===== config.mk =====
export PLATFORM = sky130hd
export DESIGN_NAME = blinkDimmer
export DESIGN_NICKNAME = d
export VERILOG_FILES = /design/src/rtl/blinkPkg.sv /design/src/rtl/blinkCtrl.sv /design/src/rtl/blinkData.sv /design/src/rtl/blinkDimmer.sv
export SDC_FILE = /design/constraint.sdc
export NUM_CORES = 1
export LEC_CHECK = 0
export BUFFER_PORTS_ARGS = -buffer_cell sky130_fd_sc_hd__buf_4
export CAP_MARGIN = 20
export CORE_MARGIN = 5
export CORE_UTILIZATION = 43
export CTS_CLUSTER_DIAMETER = 150
export DETAILED_ROUTE_END_ITERATION = 6
export PLACE_DENSITY = 0.68
export SETUP_SLACK_MARGIN = 0.1
export SYNTH_ARGS = -nofsm -noshare
export SYNTH_HDL_FRONTEND = slang
export SYNTH_HIERARCHICAL = 1
export SYNTH_SLANG_ARGS = --single-unit

===== constraint.sdc =====
create_clock -name clk -period 2.1 [get_ports clk]
set_input_delay 0 -clock clk [delete_from_list [all_inputs] [get_ports clk]]
set_output_delay 0 -clock clk [all_outputs]
set_load 0.01 [all_outputs]

===== src/rtl/blinkPkg.sv =====
package blinkPkg;
  localparam int CH_COUNT = 2;

  typedef enum logic [1:0] {
    SEL_OFF = 2'b00,
    SEL_ON  = 2'b01,
    SEL_CH0 = 2'b10,
    SEL_CH1 = 2'b11
  } ledSrc_e;

  typedef struct packed {
    logic                run;
    logic [CH_COUNT-1:0] reload;
  } chanStrobe_t;
endpackage


===== src/rtl/blinkCtrl.sv =====
module blinkCtrl
  import blinkPkg::*;
#(
  parameter int PSC_W = 8,
  parameter int CNT_W = 8,
  parameter logic [PSC_W-1:0] DEF_PSC = '0
) (
  input  logic clk,
  input  logic rstN,
  input  logic tickEn,
  input  logic [CH_COUNT-1:0][PSC_W-1:0] pscCfg,
  output logic [CH_COUNT-1:0][CNT_W-1:0] phase,
  output chanStrobe_t strobe
);
  localparam logic [CNT_W-1:0] PHASE_LAST = {CNT_W{1'b1}};

  logic runQ;
  logic [CH_COUNT-1:0] reloadVec;

  always_ff @(posedge clk or negedge rstN) begin
    if (!rstN) runQ <= 1'b0;
    else       runQ <= 1'b1;
  end

  for (genvar ch = 0; ch < CH_COUNT; ch++) begin : g_chan
    logic [PSC_W-1:0] divCnt;
    logic [PSC_W-1:0] pscAct;
    logic [CNT_W-1:0] phaseQ;
    logic             advance;

    // one phase step every (pscAct + 1) ticks
    assign advance        = tickEn && (divCnt == pscAct);
    assign reloadVec[ch]  = advance && (phaseQ == PHASE_LAST);

    always_ff @(posedge clk or negedge rstN) begin
      if (!rstN) begin
        divCnt <= '0;
        pscAct <= DEF_PSC;
        phaseQ <= '0;
      end else if (tickEn) begin
        if (advance) begin
          divCnt <= '0;
          phaseQ <= phaseQ + 1'b1;
          if (reloadVec[ch]) pscAct <= pscCfg[ch];
        end else begin
          divCnt <= divCnt + 1'b1;
        end
      end
    end

    assign phase[ch] = phaseQ;
  end

  assign strobe.run    = runQ;
  assign strobe.reload = reloadVec;
endmodule


===== src/rtl/blinkData.sv =====
module blinkData
  import blinkPkg::*;
#(
  parameter int NUM_LEDS = 8,
  parameter int CNT_W = 8,
  parameter logic [CNT_W-1:0] DEF_DUTY = 8'h80
) (
  input  logic clk,
  input  logic rstN,
  input  chanStrobe_t strobe,
  input  logic [CH_COUNT-1:0][CNT_W-1:0] phase,
  input  logic [CH_COUNT-1:0][CNT_W-1:0] dutyCfg,
  input  logic [2*NUM_LEDS-1:0] ledSel,
  input  logic [NUM_LEDS-1:0] padIn,
  output logic [NUM_LEDS-1:0] pullLow,
  output logic [NUM_LEDS-1:0] padLevel
);
  logic [CH_COUNT-1:0] chanLow;

  for (genvar ch = 0; ch < CH_COUNT; ch++) begin : g_duty
    logic [CNT_W-1:0] dutyAct;

    always_ff @(posedge clk or negedge rstN) begin
      if (!rstN)                  dutyAct <= DEF_DUTY;
      else if (strobe.reload[ch]) dutyAct <= dutyCfg[ch];
    end

    assign chanLow[ch] = (phase[ch] < dutyAct);
  end

  for (genvar i = 0; i < NUM_LEDS; i++) begin : g_led
    ledSrc_e src;
    logic    drive;

    assign src = ledSrc_e'(ledSel[2*i +: 2]);

    always_comb begin
      case (src)
        SEL_OFF: drive = 1'b0;
        SEL_ON:  drive = 1'b1;
        SEL_CH0: drive = chanLow[0];
        SEL_CH1: drive = chanLow[1];
        default: drive = 1'b0;
      endcase
    end

    assign pullLow[i] = strobe.run & drive;
  end

  always_ff @(posedge clk or negedge rstN) begin
    if (!rstN) padLevel <= '0;
    else       padLevel <= padIn;
  end
endmodule


===== src/rtl/blinkDimmer.sv =====
module blinkDimmer
  import blinkPkg::*;
#(
  parameter int NUM_LEDS = 8,
  parameter int CNT_W = 8,
  parameter int PSC_W = 8
) (
  input  logic clk,
  input  logic rstN,
  input  logic tickEn,
  input  logic [PSC_W-1:0] rate0,
  input  logic [CNT_W-1:0] duty0,
  input  logic [PSC_W-1:0] rate1,
  input  logic [CNT_W-1:0] duty1,
  input  logic [2*NUM_LEDS-1:0] ledSel,
  input  logic [NUM_LEDS-1:0] padIn,
  output logic [NUM_LEDS-1:0] pullLow,
  output logic [NUM_LEDS-1:0] padLevel
);
  localparam logic [CNT_W-1:0] DEF_DUTY = CNT_W'(1) << (CNT_W - 1);
  localparam logic [PSC_W-1:0] DEF_PSC  = '0;

  logic [CH_COUNT-1:0][PSC_W-1:0] pscCfg;
  logic [CH_COUNT-1:0][CNT_W-1:0] dutyCfg;
  logic [CH_COUNT-1:0][CNT_W-1:0] phase;
  chanStrobe_t strobe;

  assign pscCfg  = {rate1, rate0};
  assign dutyCfg = {duty1, duty0};

  blinkCtrl #(
    .PSC_W(PSC_W), .CNT_W(CNT_W), .DEF_PSC(DEF_PSC)
  ) ctrl_i (
    .clk(clk), .rstN(rstN), .tickEn(tickEn),
    .pscCfg(pscCfg), .phase(phase), .strobe(strobe)
  );

  blinkData #(
    .NUM_LEDS(NUM_LEDS), .CNT_W(CNT_W), .DEF_DUTY(DEF_DUTY)
  ) data_i (
    .clk(clk), .rstN(rstN), .strobe(strobe), .phase(phase),
    .dutyCfg(dutyCfg), .ledSel(ledSel), .padIn(padIn),
    .pullLow(pullLow), .padLevel(padLevel)
  );
endmodule


==> summary.txt, run 1 <==
STA
------------------------------------------------------------------------------------
Transition time of the tightest slew-check pin ........................    0.8898 ns
Number of max-slew violations in the final report .....................            0
Final setup violating endpoints .......................................            8
Setup repair after global routing missed its margin ...................         true
Rel. slew slack .......................................................       40.68%
Final number of hold-violating endpoints ..............................            0
Fmax ..................................................................   0.4587 GHz
Clk_skew ..............................................................  0.009769 ns
Worst setup margin ....................................................  -0.08009 ns
Clock period minus worst slack ........................................     2.180 ns
Final period util .....................................................       103.8%
Final Hold Slack ......................................................    0.2868 ns

GLOBAL ROUTING
------------------------------------------------------------------------------------
Initial antenna violation count .......................................            0
Global-route wire length before repair ................................     12.78 mm
Global route overflow .................................................            0
Largest net degree at the start of global routing .....................           74
Vias in the first global route ........................................        2,914
Total routing resource utilization after global routing ...............       15.45%

CLOCK TREE
------------------------------------------------------------------------------------
Max Buffers Root-to-Sink ..............................................            2
CTS H-Tree Depth ......................................................            3
Number of clock buffers inserted by TritonCTS .........................            9
Sinks on the clock net ................................................           73
Worst-skew pair later-pin latency .....................................      0.34 ns
CTS root buffer ....................................................... sky130_fd_sc_hd__clkbuf_8
CTS tree ..............................................................          yes
Clock Pin Slew Worst Setup and Hold Paths .............................      0.07 ns

LOGIC SYNTHESIS
------------------------------------------------------------------------------------
Number of cells produced by synthesis .................................          329
Number of enable flip-flop cells after synthesis ......................            0
Leading cell types by count after synthesis ........................... sky130_fd_sc_hd__dfrtp_1, sky130_fd_sc_hd__nand2_1, sky130_fd_sc_hd__inv_1, sky130_fd_sc_hd__xnor2_1, sky130_fd_sc_hd__mux2_2
Predominant post-synthesis flop cell .................................. sky130_fd_sc_hd__dfrtp_1
Number of warnings printed during yosys synthesis .....................            6
Average footprint of a synthesized cell ...............................   10.99 um^2
Cells taking the most area after synthesis ............................ sky130_fd_sc_hd__dfrtp_1, sky130_fd_sc_hd__xnor2_1, sky130_fd_sc_hd__mux2_2
Fraction of registers with async set or reset after synthesis .........       100.0%
Proportion of synthesized chip area in sequential cells ...............       50.57%
Share of the synthesized area in the top cell type ....................       49.12%
Post-Syn Nets .........................................................          406
Count of different cell masters after synthesis .......................           36
Cell with the most instances after synthesis .......................... sky130_fd_sc_hd__dfrtp_1
Cell type with the largest total area after synthesis ................. sky130_fd_sc_hd__dfrtp_1
Combined area of all synthesized cells ................................    3617 um^2
FF+latch count, synth .................................................           73

PLACE
------------------------------------------------------------------------------------
Post-detail-place hpwl ................................................     5.264 mm
Worst-case setup slack after placement ................................   0.05769 ns
Area after detailed placement .........................................    4322 um^2
Weighted congestion at the end of routability-driven global placement .       0.7833
Total of buffers placed on input and output ports .....................           74

FLOORPLAN
------------------------------------------------------------------------------------
Die boundary height ...................................................     101.7 um
Horizontal die dimension ..............................................     101.7 um
Placeable core area ...................................................    8217 um^2
Starting density of the core ..........................................       44.02%
Number of ports placed on the die boundary ............................           75
Total die area ........................................................  10,350 um^2
Total number of placement rows ........................................           33

WORST HOLD PATH
------------------------------------------------------------------------------------
Worst min-delay path endpoint .........................................   pullLow[0]
Min-Delay Startpoint ..................................................    ledSel[0]
Path category of the worst min-delay check ............................    in -> out
Hold Path Depth .......................................................            3

DETAILED ROUTING
------------------------------------------------------------------------------------
DRC viols .............................................................            0
ANT nets after route ..................................................            0
Via/cell ratio ........................................................        4.993
Total wire length after detailed routing ..............................     7.587 mm
Routed wire per std cell ..............................................     13.33 um
First-pass detailed-route iteration total .............................            4
Vias after detailed routing ...........................................        2,841
Number of DRC violations after detailed-routing iteration 0 ...........           94

CRITICAL PATH
------------------------------------------------------------------------------------
Setup Crit Path Kind ..................................................   reg -> out
Startpoint of the worst register-to-register path ..................... ctrl_i/g_chan[1].divCnt[3]$_DFFE_PN0P_
Critical path data arrival time .......................................      2.18 ns
Setup crit end kind ...................................................   output pin
Critical-path maximum fanout ..........................................            8
R2r endpoint .......................................................... ctrl_i/g_chan[1].pscAct[4]$_DFFE_PN0P_
Worst reg-to-reg setup slack ..........................................      0.20 ns
Element type at the critical path start ...............................    flip-flop
Number of cells on the worst reg-to-reg path ..........................            6
Required time of the worst setup path .................................      2.10 ns

CELLS AND AREA
------------------------------------------------------------------------------------
Nets ..................................................................          536
Final Instance Area ...................................................    5141 um^2
Post-route core utilization ...........................................       62.57%
Fraction of layout cells with a size suffix above 1 ...................       32.33%
Area growth from synthesis to final layout ............................       42.13%
Number of antenna diodes ..............................................            0

POWER AND IR DROP
------------------------------------------------------------------------------------
Power density of the placed cells ..................................... 765.6 nW/um^2
Total design power ....................................................     3.936 mW
Total leakage power ...................................................     2.498 nW
IR drop worst, VDD ....................................................    0.4396 mV

JOB
------------------------------------------------------------------------------------
Total of max-cap violations ...........................................            0

STATUS
------------------------------------------------------------------------------------
Violations in the final reports ....................................... setup timing
Run status ............................................................ finished with violations

==> registers in the layout, summed over array words and instances (netlist names) <==
signal / cells
ctrl_i/g_chan.divCnt: 16
ctrl_i/g_chan.phaseQ: 16
ctrl_i/g_chan.pscAct: 16
data_i/g_duty.dutyAct: 16
data_i/padLevel: 8
ctrl_i/runQ: 1
==> logic make-up (layout without fill, tap and decap cells) <==
logic type | Yosys count | in the layout | synth area share [%]
AOI/OAI and AO/OA | 47 | 47 | 8.925
xor gates and xnor gates | 39 | 39 | 9.443
other | 1 | 1 | 0.1037
buffers and inverters | 38 | 173 | 4.151
muxes | 21 | 21 | 6.538
and+or+nand+nor | 92 | 92 | 14.04
adders and majority gates | 18 | 18 | 6.226
DFF | 73 | 73 | 50.57
==> where the power goes <==
part	switching [mW]	leakage (nW)	internal (mW)
sequential	0.210	0.892	1.56
combinational	0.374	1.49	0.456
clock	0.512	0.120	0.820
==> metrics by stage <==
stage,cells,TNS (ns)
detailed placement,506,0
CTS,569,-0.5364
floorplan,329,0
global placement,506,0
finish,569,-0.4381
global route,569,-1.576
==> layout by cell type (no fill, tap or decap), types with 11 or more instances in the layout <==
| master | synthesis | layout |
|---|---|---|
| sky130_fd_sc_hd__buf_4 | 2 | 83 |
| sky130_fd_sc_hd__dfrtp_1 | 71 | 70 |
| sky130_fd_sc_hd__dlygate4sd3_1 | 0 | 42 |
| sky130_fd_sc_hd__nand2_1 | 30 | 30 |
| sky130_fd_sc_hd__xnor2_1 | 29 | 29 |
| sky130_fd_sc_hd__inv_1 | 29 | 27 |
| sky130_fd_sc_hd__mux2_2 | 21 | 21 |
| sky130_fd_sc_hd__o21ai_0 | 18 | 18 |
| sky130_fd_sc_hd__ha_1 | 18 | 15 |
| sky130_fd_sc_hd__nor2_1 | 16 | 14 |
| sky130_fd_sc_hd__nand4_1 | 12 | 12 |
| sky130_fd_sc_hd__nand3_1 | 11 | 11 |
==> how the worst max path moves through the flow <==
stage                                            start                                       to  slack, ns  cells past startpoint
2_1_floorplan   ctrl_i/g_chan[0].divCnt[5]$_DFFE_PN0P_  data_i/g_duty[0].dutyAct[0]$_DFFE_PN0P_       0.11                      7
3_3_place_gp    ctrl_i/g_chan[0].divCnt[5]$_DFFE_PN0P_   ctrl_i/g_chan[0].pscAct[4]$_DFFE_PN0P_       0.16                      5
3_5_place_dp    ctrl_i/g_chan[0].divCnt[2]$_DFFE_PN0P_   ctrl_i/g_chan[0].pscAct[6]$_DFFE_PN0P_       0.06                      5
4_1_cts        data_i/g_duty[0].dutyAct[2]$_DFFE_PN0P_                               pullLow[6]      -0.09                      8
5_1_grt        data_i/g_duty[0].dutyAct[2]$_DFFE_PN0P_                               pullLow[6]      -0.21                      8
6_report        ctrl_i/g_chan[1].phaseQ[2]$_DFFE_PN0P_                               pullLow[5]      -0.08                      8
==> metal layers <==
layer,vias to the layer above,wire length [um],GRT usage (%)
li1,1396,-,-
met1,1371,3065,18.33
met4,0,163,6.953
met2,62,3985,27.21
met3,12,373,2.755
met5,-,0,0
==> timing repair <==
| action | CTS | global route |
|---|---|---|
| buffers inserted | 5 | 0 |
| pin swaps | 13 | 11 |
| resized for setup | 12 | 9 |
| hold buffers | 42 | 0 |
| endpoints found under the hold margin | 113 | 0 |
| endpoints found under the setup margin | 16 | 24 |
==> critical path, cell delays in order (launching register included) <==
cell                       delay, ns
sky130_fd_sc_hd__dfrtp_2        0.44
sky130_fd_sc_hd__ha_4           0.26
sky130_fd_sc_hd__a211oi_2       0.23
sky130_fd_sc_hd__o21ai_2        0.10
sky130_fd_sc_hd__a211oi_4       0.28
sky130_fd_sc_hd__buf_12         0.16
sky130_fd_sc_hd__o211ai_1       0.14
sky130_fd_sc_hd__o31ai_4        0.10
sky130_fd_sc_hd__buf_6          0.13
==> area by class of cell <==
type,count,area (um^2)
inverter,29,108.9
sequential,73,1831
multi-input combinational,218,1740
timing repair buffer,128,1086
clock buffer,11,141.4
fill,684,3075
clock inverter,5,102.6
tap,105,131.4
No activity file was read; power rests on OpenSTA's default activity.
==> run 2: changes to the inputs <==
--- a/config.mk
+++ b/config.mk
@@ -11,8 +11,8 @@
 export CORE_UTILIZATION = 43
 export CTS_CLUSTER_DIAMETER = 150
 export DETAILED_ROUTE_END_ITERATION = 6
-export PLACE_DENSITY = 0.68
-export SETUP_SLACK_MARGIN = 0.1
+export MAX_ROUTING_LAYER = met4
+export PLACE_DENSITY = 0.65
 export SYNTH_ARGS = -nofsm -noshare
 export SYNTH_HDL_FRONTEND = slang
 export SYNTH_HIERARCHICAL = 1
==> constraint.sdc (replaced) <==
create_clock -name clk -period 2.3 [get_ports clk]
set_input_delay 0 -clock clk [delete_from_list [all_inputs] [get_ports clk]]
set_output_delay 0 -clock clk [all_outputs]
set_load 0.01 [all_outputs]
==> summary.txt, run 2 (same netlist as run 1, synthesis figures left out) <==
STATUS
------------------------------------------------------------------------------------
Run status ............................................................ finished, final reports clean

GLOBAL ROUTING
------------------------------------------------------------------------------------
Global-route wire length before repair ................................     12.47 mm   -2.4%
Global route overflow .................................................            0   unchanged
Largest net degree at the start of global routing .....................           74   unchanged
Vias in the first global route ........................................        2,779   -4.6%
Total routing resource utilization after global routing ...............       15.73%   +0.29 points
Initial antenna violation count .......................................            0   unchanged

CELLS AND AREA
------------------------------------------------------------------------------------
Layout filler cell count ..............................................          674   -1.5%
Leading cell type in the layout, fill and taps excluded ............... sky130_fd_sc_hd__buf_4
Area growth from synthesis to final layout ............................       42.17%   about the same
Post-route core utilization ...........................................       62.59%   about the same
Area of the multi-input gates .........................................    1755 um^2   +0.86%
Sequential cell area ..................................................    1832 um^2   about the same
Most frequent cells in the layout ..................................... sky130_fd_sc_hd__buf_4, sky130_fd_sc_hd__dfrtp_1, sky130_fd_sc_hd__dlygate4sd3_1
Fraction of layout cells with a size suffix above 1 ...................       32.39%   +0.064 points
Nets ..................................................................          532   -0.75%
Number of antenna diodes ..............................................            0   unchanged

PLACE
------------------------------------------------------------------------------------
Total of buffers placed on input and output ports .....................           74   unchanged
Worst-case setup slack after placement ................................    0.2957 ns   +0.2380 ns
Weighted congestion at the end of routability-driven global placement .       0.8213   +4.9%
Post-detail-place hpwl ................................................     5.122 mm   -2.7%

FLOORPLAN
------------------------------------------------------------------------------------
Die boundary height ...................................................     101.7 um   unchanged
Horizontal die dimension ..............................................     101.7 um   unchanged
Total number of placement rows ........................................           33   unchanged
Total die area ........................................................  10,350 um^2   unchanged
Number of ports placed on the die boundary ............................           75   unchanged
Placeable core area ...................................................    8217 um^2   unchanged
Starting density of the core ..........................................       44.02%   unchanged

POWER AND IR DROP
------------------------------------------------------------------------------------
Total leakage power ...................................................     2.485 nW   -0.51%
Total design power ....................................................     3.643 mW   -7.4%
IR drop worst, VDD ....................................................    0.4719 mV   +7.3%
Power density of the placed cells ..................................... 708.5 nW/um^2   -7.5%

STA
------------------------------------------------------------------------------------
Clk_skew ..............................................................  0.009575 ns   -0.0001936 ns
Fmax ..................................................................   0.4527 GHz
Final setup violating endpoints .......................................            0   -8
Setup tns final .......................................................         0 ns   +0.4381 ns
Rel. slew slack .......................................................       39.12%   -1.6 points
Worst setup margin ....................................................   0.09103 ns   +0.1711 ns
Transition time of the tightest slew-check pin ........................    0.9132 ns   +0.02337 ns
Final period util .....................................................       96.04%
Final number of hold-violating endpoints ..............................            0   unchanged
Setup repair after global routing missed its margin ...................         true
Number of max-slew violations in the final report .....................            0   unchanged
Clock period minus worst slack ........................................     2.209 ns

CRITICAL PATH
------------------------------------------------------------------------------------
Required time of the worst setup path .................................      2.30 ns   +0.20 ns
Slowest cell on crit path ............................................. sky130_fd_sc_hd__dfrtp_1
Element type at the critical path start ...............................    flip-flop
Cell type group with the largest total delay on the critical path ..... compound AO/OA/AOI/OAI gates
Worst reg-to-reg setup slack ..........................................      0.31 ns   +0.11 ns
Critical-path maximum fanout ..........................................            8   unchanged
Setup Crit Path Kind ..................................................   reg -> out
Critical path data arrival time .......................................      2.21 ns   +0.03 ns
Critical path's largest stage delay ...................................      0.41 ns   -0.03 ns
Worst path cell trace ................................................. ha_1 > o21a_1 > o21ai_2 > a221o_1 > nand4b_4 > o31ai_4 > buf_4
Sum of buffers and inverters on the critical path .....................            1   -1
Setup crit end kind ...................................................   output pin

DETAILED ROUTING
------------------------------------------------------------------------------------
Routed wire per std cell ..............................................     13.38 um   +0.36%
Vias after detailed routing ...........................................        2,779   -2.2%
Via/cell ratio ........................................................        4.919   -1.5%
ANT nets after route ..................................................            0   unchanged
DRC viols .............................................................            0   unchanged
Number of DRC violations after detailed-routing iteration 0 ...........           79   -16%
First-pass detailed-route iteration total .............................            4   unchanged
Total wire length after detailed routing ..............................     7.561 mm   -0.34%

CLOCK TREE
------------------------------------------------------------------------------------
Number of clock buffers inserted by TritonCTS .........................            9   unchanged
CTS H-Tree Depth ......................................................            3   unchanged
Worst-skew pair later-pin latency .....................................      0.35 ns   about the same
CTS tree ..............................................................          yes
CTS root buffer ....................................................... sky130_fd_sc_hd__clkbuf_8
Max Buffers Root-to-Sink ..............................................            2   unchanged
Sinks on the clock net ................................................           73   unchanged
Clock Pin Slew Worst Setup and Hold Paths .............................      0.08 ns   about the same

JOB
------------------------------------------------------------------------------------
Total of max-cap violations ...........................................            0   unchanged

WORST HOLD PATH
------------------------------------------------------------------------------------
Path category of the worst min-delay check ............................    in -> out

[run 2: cell types whose count changed in the layout (fill, tap and decap cells not counted), sizes merged]
cell,delta
clkbuf,+1
clkinv,-1
buf,-4
[run 2: layout make-up]
cell class / instances / area share [%]
clock buffers: 12 / 3.212
clock inverters: 4 / 1.898
inverters: 29 / 2.117
multi-input cells: 218 / 34.14
flip-flops and latches: 73 / 35.62
well taps: 105 / 2.555
repair buffers: 124 / 20.46
[run 2: worst paths after layout]
kind                                                         from                                       to  cells past startpoint
max                        ctrl_i/g_chan[0].phaseQ[3]$_DFFE_PN0P_                               pullLow[5]                      7
max reg2reg                ctrl_i/g_chan[1].divCnt[2]$_DFFE_PN0P_   ctrl_i/g_chan[1].pscAct[2]$_DFFE_PN0P_                      5
max in group asynchronous                                    rstN   ctrl_i/g_chan[1].phaseQ[3]$_DFFE_PN0P_                      2
min                                                     ledSel[0]                               pullLow[0]                      3
min in group asynchronous                                    rstN  data_i/g_duty[1].dutyAct[2]$_DFFE_PN0P_                      2
min reg2reg                ctrl_i/g_chan[0].phaseQ[4]$_DFFE_PN0P_   ctrl_i/g_chan[0].phaseQ[4]$_DFFE_PN0P_                      1
[run 2: metrics by stage]
stage / hold WS (ns) / area, um^2 / cells
2_1_floorplan: -0.2956 / 3617 / 329
5_1_grt: 0.2819 / 5142 / 565
6_report: 0.2762 / 5142 / 565
4_1_cts: 0.2776 / 5002 / 562
3_3_place_gp: 0.1092 / 4299 / 503
3_5_place_dp: 0.1106 / 4299 / 503
[run 2: worst min-delay path, cell delays in order]
cell and delay (ns):
sky130_fd_sc_hd__buf_4 0.09, sky130_fd_sc_hd__o31ai_2 0.05, sky130_fd_sc_hd__buf_4 0.13
[run 2: layer usage]
metal	track usage, %	wire length, um	vias up
met2	25.45	3732	60
met5	-	0	-
met1	19.03	3350	1319
li1	-	-	1391
met4	4.703	70	0
met3	4.683	407	9
[run 2: report_power, final]
part / switching (mW) / internal [mW]
combinational: 0.329 / 0.415
sequential: 0.193 / 1.43
clock: 0.467 / 0.810
[run 2: repair_timing]
| action | CTS | global route |
|---|---|---|
| endpoints found under the setup margin | 8 | 8 |
| setup buffers | 1 | 3 |
| hold buffers | 42 | 0 |
| endpoints found under the hold margin | 113 | 0 |
| resized for setup | 0 | 24 |
| pin swaps | 1 | 11 |
